$ cat src/rtl/mdm_pkg.sv
package mdm_pkg;

    typedef enum logic [2:0] {
        F_CODE = 3'd0,
        F_INCL = 3'd1,
        F_EXCL = 3'd2,
        F_MEAS = 3'd3,
        F_AVG  = 3'd4,
        F_CTRL = 3'd5
    } field_e;

    typedef enum logic [1:0] {
        S_IDLE = 2'd0,
        S_RUN  = 2'd1,
        S_DONE = 2'd2
    } slot_state_e;

endpackage

$ cat src/rtl/mdm_compare.sv
module mdm_compare #(
    parameter int PAT_W  = 32,
    parameter int CODE_W = 5
) (
    input  logic [CODE_W-1:0] cfg_code,
    input  logic [PAT_W-1:0]  cfg_incl,
    input  logic [PAT_W-1:0]  cfg_excl,
    input  logic [CODE_W-1:0] pat_code,
    input  logic [PAT_W-1:0]  pat_bits,
    output logic              match
);
    logic code_ok;
    logic incl_ok;
    logic excl_ok;

    assign code_ok = (cfg_code == pat_code);
    assign incl_ok = ((pat_bits & cfg_incl) == cfg_incl);
    assign excl_ok = ~|(pat_bits & cfg_excl);
    assign match   = code_ok & incl_ok & excl_ok;
endmodule

$ cat src/rtl/mdm_slot.sv
module mdm_slot
    import mdm_pkg::*;
#(
    parameter int PAT_W  = 32,
    parameter int CODE_W = 5,
    parameter int CNT_W  = 12,
    parameter bit IS_SYS = 1'b0
) (
    input  logic              clk,
    input  logic              rst_n,
    input  logic              wr_sel,
    input  logic [2:0]        wr_field,
    input  logic [PAT_W-1:0]  wr_data,
    input  logic              pulse,
    input  logic [CODE_W-1:0] pat_code,
    input  logic [PAT_W-1:0]  pat_bits,
    output logic              hit,
    output logic              go,
    output logic              done
);
    localparam logic [CNT_W-1:0] ONE = CNT_W'(1);

    slot_state_e       state_q, state_d;
    logic [CODE_W-1:0] code_q;
    logic [PAT_W-1:0]  incl_q, excl_q;
    logic [CNT_W-1:0]  meas_q, avg_q;
    logic [CNT_W-1:0]  meas_left_q, avg_left_q;
    logic [CNT_W-1:0]  avg_eff;
    logic              match, participate, wr_ok;
    logic              start, stop, last;

    mdm_compare #(.PAT_W(PAT_W), .CODE_W(CODE_W)) u_cmp (
        .cfg_code (code_q),
        .cfg_incl (incl_q),
        .cfg_excl (excl_q),
        .pat_code (pat_code),
        .pat_bits (pat_bits),
        .match    (match)
    );

    assign participate = IS_SYS ? 1'b1 : (state_q == S_RUN);
    assign hit         = pulse & participate & match;
    assign wr_ok       = wr_sel & (state_q != S_RUN);
    assign avg_eff     = (avg_q == '0) ? ONE : avg_q;
    assign start = !IS_SYS && wr_ok && (wr_field == F_CTRL) && wr_data[0] && (meas_q != '0);
    assign stop  = !IS_SYS && wr_ok && (wr_field == F_CTRL) && !wr_data[0];
    assign last  = hit && (state_q == S_RUN) && (avg_left_q == ONE) && (meas_left_q == ONE);

    // Configuration fields
    always_ff @(posedge clk or negedge rst_n) begin
        if (!rst_n) begin
            code_q <= '0;
            incl_q <= '0;
            excl_q <= '0;
            meas_q <= '0;
            avg_q  <= '0;
        end else if (wr_ok) begin
            case (wr_field)
                F_CODE:  code_q <= wr_data[CODE_W-1:0];
                F_INCL:  incl_q <= wr_data;
                F_EXCL:  excl_q <= wr_data;
                F_MEAS:  meas_q <= wr_data[CNT_W-1:0];
                F_AVG:   avg_q  <= wr_data[CNT_W-1:0];
                default: ;
            endcase
        end
    end

    // State register
    always_ff @(posedge clk or negedge rst_n) begin
        if (!rst_n) state_q <= S_IDLE;
        else        state_q <= state_d;
    end

    // Next state
    always_comb begin
        state_d = state_q;
        unique case (state_q)
            S_IDLE: if (start) state_d = S_RUN;
            S_RUN:  if (last)  state_d = S_DONE;
            S_DONE: begin
                if (start)     state_d = S_RUN;
                else if (stop) state_d = S_IDLE;
            end
            default: state_d = S_IDLE;
        endcase
    end

    // Progress counters
    always_ff @(posedge clk or negedge rst_n) begin
        if (!rst_n) begin
            meas_left_q <= '0;
            avg_left_q  <= '0;
        end else if (start) begin
            meas_left_q <= meas_q;
            avg_left_q  <= avg_eff;
        end else if (hit && state_q == S_RUN) begin
            if (avg_left_q == ONE) begin
                avg_left_q  <= avg_eff;
                meas_left_q <= meas_left_q - ONE;
            end else begin
                avg_left_q <= avg_left_q - ONE;
            end
        end
    end

    // Outputs
    always_comb begin
        go   = IS_SYS | (state_q == S_RUN);
        done = (state_q == S_DONE);
    end

    a_r7_cfg_frozen_when_armed: assert property (@(posedge clk) disable iff (!rst_n)
        (state_q == S_RUN) |=> ($stable(code_q) && $stable(incl_q) && $stable(excl_q)
                                && $stable(meas_q) && $stable(avg_q)));

    a_r8_armed_has_count: assert property (@(posedge clk) disable iff (!rst_n)
        (state_q == S_RUN) |-> (meas_left_q != '0 && avg_left_q != '0));

    a_r9_retire_on_match: assert property (@(posedge clk) disable iff (!rst_n)
        (state_q == S_RUN && !hit) |=> (state_q == S_RUN));

    a_r10_done_only_via_run: assert property (@(posedge clk) disable iff (!rst_n)
        (state_q == S_IDLE) |=> (state_q != S_DONE));

    if (IS_SYS) begin : g_sys_chk
        a_r5_sys_never_retires: assert property (@(posedge clk) disable iff (!rst_n)
            state_q == S_IDLE);
    end
endmodule

$ cat src/rtl/mdm_bcast_reg.sv
module mdm_bcast_reg #(
    parameter int PAT_W     = 32,
    parameter int CODE_W    = 5,
    parameter int NUM_SLOTS = 20
) (
    input  logic                 clk,
    input  logic                 rst_n,
    input  logic                 pulse,
    input  logic [CODE_W-1:0]    code_in,
    input  logic [PAT_W-1:0]     bits_in,
    input  logic [NUM_SLOTS-1:0] events_in,
    output logic                 valid_out,
    output logic [CODE_W-1:0]    code_out,
    output logic [PAT_W-1:0]     bits_out,
    output logic [NUM_SLOTS-1:0] events_out
);
    always_ff @(posedge clk or negedge rst_n) begin
        if (!rst_n) begin
            valid_out  <= 1'b0;
            code_out   <= '0;
            bits_out   <= '0;
            events_out <= '0;
        end else if (pulse) begin
            valid_out  <= 1'b1;
            code_out   <= code_in;
            bits_out   <= bits_in;
            events_out <= events_in;
        end else begin
            valid_out  <= 1'b0;
            code_out   <= '0;
            bits_out   <= '0;
            events_out <= '0;
        end
    end
endmodule

$ cat src/rtl/mdm_matcher.sv
module mdm_matcher
    import mdm_pkg::*;
#(
    parameter int NUM_SLOTS = 20,
    parameter int NUM_SYS   = 5,
    parameter int PAT_W     = 32,
    parameter int CODE_W    = 5,
    parameter int CNT_W     = 12,
    parameter int SLOT_W    = $clog2(NUM_SLOTS)
) (
    input  logic                 clk,
    input  logic                 rst_n,
    input  logic                 wr_en,
    input  logic [SLOT_W-1:0]    wr_slot,
    input  logic [2:0]           wr_field,
    input  logic [PAT_W-1:0]     wr_data,
    input  logic                 pulse_valid,
    input  logic [CODE_W-1:0]    pulse_code,
    input  logic [PAT_W-1:0]     pulse_bits,
    output logic                 bcast_valid,
    output logic [CODE_W-1:0]    bcast_code,
    output logic [PAT_W-1:0]     bcast_bits,
    output logic [NUM_SLOTS-1:0] bcast_events,
    output logic [NUM_SLOTS-1:0] slot_go,
    output logic [NUM_SLOTS-1:0] slot_done
);
    logic [NUM_SLOTS-1:0] hits;

    for (genvar i = 0; i < NUM_SLOTS; i++) begin : g_slot
        logic sel;
        assign sel = wr_en && (wr_slot == SLOT_W'(i));

        mdm_slot #(
            .PAT_W  (PAT_W),
            .CODE_W (CODE_W),
            .CNT_W  (CNT_W),
            .IS_SYS (i < NUM_SYS)
        ) u_slot (
            .clk      (clk),
            .rst_n    (rst_n),
            .wr_sel   (sel),
            .wr_field (wr_field),
            .wr_data  (wr_data),
            .pulse    (pulse_valid),
            .pat_code (pulse_code),
            .pat_bits (pulse_bits),
            .hit      (hits[i]),
            .go       (slot_go[i]),
            .done     (slot_done[i])
        );
    end

    mdm_bcast_reg #(
        .PAT_W     (PAT_W),
        .CODE_W    (CODE_W),
        .NUM_SLOTS (NUM_SLOTS)
    ) u_bcast (
        .clk        (clk),
        .rst_n      (rst_n),
        .pulse      (pulse_valid),
        .code_in    (pulse_code),
        .bits_in    (pulse_bits),
        .events_in  (hits),
        .valid_out  (bcast_valid),
        .code_out   (bcast_code),
        .bits_out   (bcast_bits),
        .events_out (bcast_events)
    );

    a_r1_valid_follows_pulse: assert property (@(posedge clk) disable iff (!rst_n)
        pulse_valid |=> bcast_valid);

    a_r1_quiet_without_pulse: assert property (@(posedge clk) disable iff (!rst_n)
        !pulse_valid |=> (!bcast_valid && bcast_events == '0));

    a_r6_events_need_go: assert property (@(posedge clk) disable iff (!rst_n)
        bcast_valid |-> ((bcast_events & ~$past(slot_go)) == '0));

    a_r9_go_done_exclusive: assert property (@(posedge clk) disable iff (!rst_n)
        (slot_go & slot_done) == '0);
endmodule

$ cat config.mk
export PLATFORM = sky130hd
export DESIGN_NAME = mdm_matcher
export DESIGN_NICKNAME = d
export VERILOG_FILES = /design/src/rtl/mdm_pkg.sv /design/src/rtl/mdm_compare.sv /design/src/rtl/mdm_slot.sv /design/src/rtl/mdm_bcast_reg.sv /design/src/rtl/mdm_matcher.sv
export SDC_FILE = /design/constraint.sdc
export NUM_CORES = 2
export LEC_CHECK = 0
export BUFFER_PORTS_ARGS = -buffer_cell sky130_fd_sc_hd__buf_2
export CORE_MARGIN = 2
export CORE_UTILIZATION = 45
export CTS_BUF_LIST = sky130_fd_sc_hd__clkbuf_2
export CTS_CLUSTER_DIAMETER = 200
export CTS_CLUSTER_SIZE = 40
export DETAILED_ROUTE_END_ITERATION = 10
export PLACE_DENSITY = 0.61
export SYNTH_ARGS = -nofsm -noshare
export SYNTH_HDL_FRONTEND = slang
export SYNTH_SLANG_ARGS = --single-unit
$ cat constraint.sdc
create_clock -name clk -period 3.3 [get_ports clk]
set_clock_uncertainty 0.05 [all_clocks]
set_input_delay 0.33 -clock clk [delete_from_list [all_inputs] [get_ports clk]]
set_output_delay 0.33 -clock clk [all_outputs]
set_load 0.01 [all_outputs]
==> results_dict.tcl <==
set metrics [dict create \
    synth_edf_count 0 \
    area_growth_syn_to_layout_pct 13.1 \
    worst_slew_pin_slew_ps 1240 \
    hp-class "input port to flip-flop" \
    hpwl_um 233000 \
    io_pins 179 \
    violations "negative setup slack" \
    nets 9430 \
    rsz0062_at_grt "yes" \
    vias 76802 \
    min_period_ps 3480 \
    path_cells "buf_6 -> nor2_4 -> buf_6" \
    leakagePower_nw 54.7 \
    wl_per_cell_um 29.5 \
    final_cells 12315 \
    start_util_pct 45.1 \
    max_freq_mhz 288 \
    clk_pin_slew_ps 690 \
    cts_root_buf "clkbuf_2" \
    synthTopCellsByArea "dfrtp_1, mux2_2, nand2_1" \
    yosys_warnings 0 \
    nFillCells 19562 \
    clk_latency_ps 2130 \
    num_rows 174 \
    antenna_found_initial 46 \
    power_switching_mw 12.8 \
    track_usage_pct 31.3 \
    layout_common_cells "dfrtp_1, mux2_2, nand2_1, buf_4, o21ai_0" \
    p_int_mw 31.3 \
    seq_power_share_pct 65.7 \
    irDropWorstVdd_uv 334 \
    hold_viol 0 \
    final_common_cell "dfrtp_1" \
    async_reset_ff_share_pct 100 \
    relSlewSlack_pct 17.2 \
    h-tree-depth 2 \
    coreArea_sq_um 224000 \
    switching_share_pct 29.0 \
    grt_pass1_wl_um 529000 \
    cp-start-kind "flip-flop" \
    cp_top_family "flip-flops" \
    drtIter0Drc 9270 \
    firstDrtPassIters 6 \
    drc 0 \
    setup_slack_ps -176 \
    yosysTopAreaCell "dfrtp_1" \
    die_height_um 478 \
    cts_tree "done" \
    clockBufferDepth 3 \
    slew_violations 0 \
    synth_cells 8716 \
    avgSynthCellArea_sq_um 11.6 \
    setup-violations-final 27 \
    critPathBufInv 2 \
    synth_top_area_share_pct 54.1 \
    p_clk_share_pct 19.2 \
    slowest_delay_ps 540 \
    timing.critical_path.mode_cell "buf_6" \
    ys_seq_elements 2188 \
    power_mw 44.0 \
    die-area_sq_um 229000 \
    dp.cells 11835 \
    synth_cell_type_count 92 \
    synthFlopType "dfrtp_1" \
    cts_made_buffers 60 \
    cp_data_arrival_time_ps 3100 \
    dp_slack_ps -332 \
    die_w_um 478 \
    cts_sinks 2188 \
    critPathKind "flip-flop to primary output" \
    finalCritPeriodShare_pct 105 \
    grt_pass1_vias 74910 \
    yosysSeqAreaShare_pct 54.1 \
    avgViaCountPerCell 6.24 \
    io_buffers 168 \
    status "finished, violations left" \
    worstPathMaxFanout 3 \
    slowest_stage "dfrtp_1" \
    share_comb_of_total_power_pct 15.1 \
    drv_cap 0 \
    overflow 0 \
    ant_nets 0 \
    drive_gt1_share_pct 29.6 \
    syn_area_sq_um 101000 \
    drt_wl_total_um 364000 \
    grt_max_degree 110 \
    gp_congestion 0.903 \
    powerDensity_nw_per_um2 385 \
    cp.required_ps 2920 \
    critPathCaptureType "primary output" \
]
[final cells by class]
class,instances,area (sq um),area share [%]
inverter,272,1030,0.900
multi-input combinational,5605,43100,37.7
tap,2992,3740,3.27
clock buffer,62,310,0.271
clock inverter,2,46.3,0.0405
timing repair buffer,1162,11300,9.85
sequential,2188,54800,47.9
antenna,32,80.1,0.0700
[cell families (layout without fill, tap and decap cells)]
group / Yosys count / in the layout / share of synthesized area, %
and+or+nand+nor: 2138 / 2138 / 10.7
buffers and inverters: 931 / 1498 / 3.74
muxes: 1789 / 1789 / 19.8
AOI/OAI and AO/OA: 1424 / 1424 / 9.28
DFF: 2188 / 2188 / 54.1
xor gates and xnor gates: 184 / 184 / 1.59
other: 2 / 42 / 0.00743
adders and majority gates: 60 / 60 / 0.742
[synth_stat cells (37+ instances only)]
master	n
nand2_1	653
and3_1	41
a31oi_1	44
nand4_1	104
xnor2_1	156
o21ai_0	392
a21oi_1	319
nor4_1	173
nor2b_1	69
o22ai_1	37
mux2i_1	130
buf_2	73
ha_1	60
nor2_1	309
nand3_1	183
or3_1	107
buf_1	81
a221oi_1	55
buf_4	44
a22oi_1	125
dfrtp_1	2188
a22o_1	90
mux2_2	1659
clkbuf_1	457
nor3_1	186
o2111ai_1	79
nand2b_1	136
inv_1	256
[per-layer routing]
layer	track usage, %	up-vias	wire length [um]	share of wire (%)
li1	-	32283	-	-
met1	44.0	39949	150000	41
met3	6.72	768	36500	10
met4	12.1	16	17700	4.9
met5	0	-	154	0.042
met2	47.3	3786	159000	44
[stage by stage]
| step | hold slack [ps] | setup TNS (ps) | util, % | cell area (sq um) |
|---|---|---|---|---|
| 3_3_place_gp | 289 | -8890 | 48.7 | 109000 |
| 5_1_grt | 37.8 | -7070 | 51.0 | 114000 |
| 3_5_place_dp | 294 | -10860 | 48.7 | 109000 |
| 2_1_floorplan | -15.6 | 0 | - | 101000 |
| 4_1_cts | 7.85 | -12300 | 50.9 | 114000 |
| 6_report | 115 | -1550 | 51.0 | 114000 |
[sequential cells by signal (all words and copies together) (netlist names)]
name / count
u_bcast.valid_out: 1
g_slot.u_slot.meas_left_q: 180
g_slot.u_slot.avg_q: 180
u_bcast.events_out: 20
u_bcast.bits_out: 32
g_slot.u_slot.meas_q: 180
g_slot.u_slot.code_q: 100
g_slot.u_slot.state_q: 30
g_slot.u_slot.incl_q: 640
u_bcast.code_out: 5
g_slot.u_slot.avg_left_q: 180
g_slot.u_slot.excl_q: 640
[worst register-to-register path, stage by stage, from the launching register on]
cell and delay (ps):
dfrtp_1 540, a22o_1 240, a221o_1 320, nor4_4 380, nand4_4 220, buf_4 210
or4_1 580, buf_4 180, or3_1 300, a31oi_1 160
[power by group through the flow]
stage	registers, mW	logic [mW]	clock network (mW)
2_1_floorplan	28.9	2.96	0
3_3_place_gp	29.0	5.89	0
3_5_place_dp	29.1	5.99	0
4_1_cts	28.9	6.47	8.62
5_1_grt	29.1	6.94	9.45
6_report	28.9	6.63	8.47
[worst paths after layout]
kind	startpoint	endpoint	slack, ps	depth (start not counted)
min	wr_en	g_slot[1].u_slot.code_q[0]	120	7
min reg2reg	g_slot[17].u_slot.meas_q[5]	g_slot[17].u_slot.meas_left_q[5]	430	2
max in group asynchronous	rst_n	g_slot[6].u_slot.incl_q[12]	1510	7
max reg2reg	g_slot[8].u_slot.excl_q[2]	g_slot[8].u_slot.meas_left_q[7]	-20	9
max	g_slot[18].u_slot.state_q[0]	slot_done[18]	-180	3
min in group asynchronous	rst_n	g_slot[16].u_slot.avg_q[7]	330	6
[repair_timing]
| action | 4_1_cts | 5_1_grt |
|---|---|---|
| setup endpoints to repair | 51 | 217 |
| setup buffers | 45 | 14 |
| pin swaps | 5 | 10 |
| hold buffers | 333 | 6 |
| gates resized for setup | 105 | 38 |
| gates cloned | 0 | 1 |
| hold endpoints to repair | 4376 | 210 |
(Power assumes the default switching activity.)
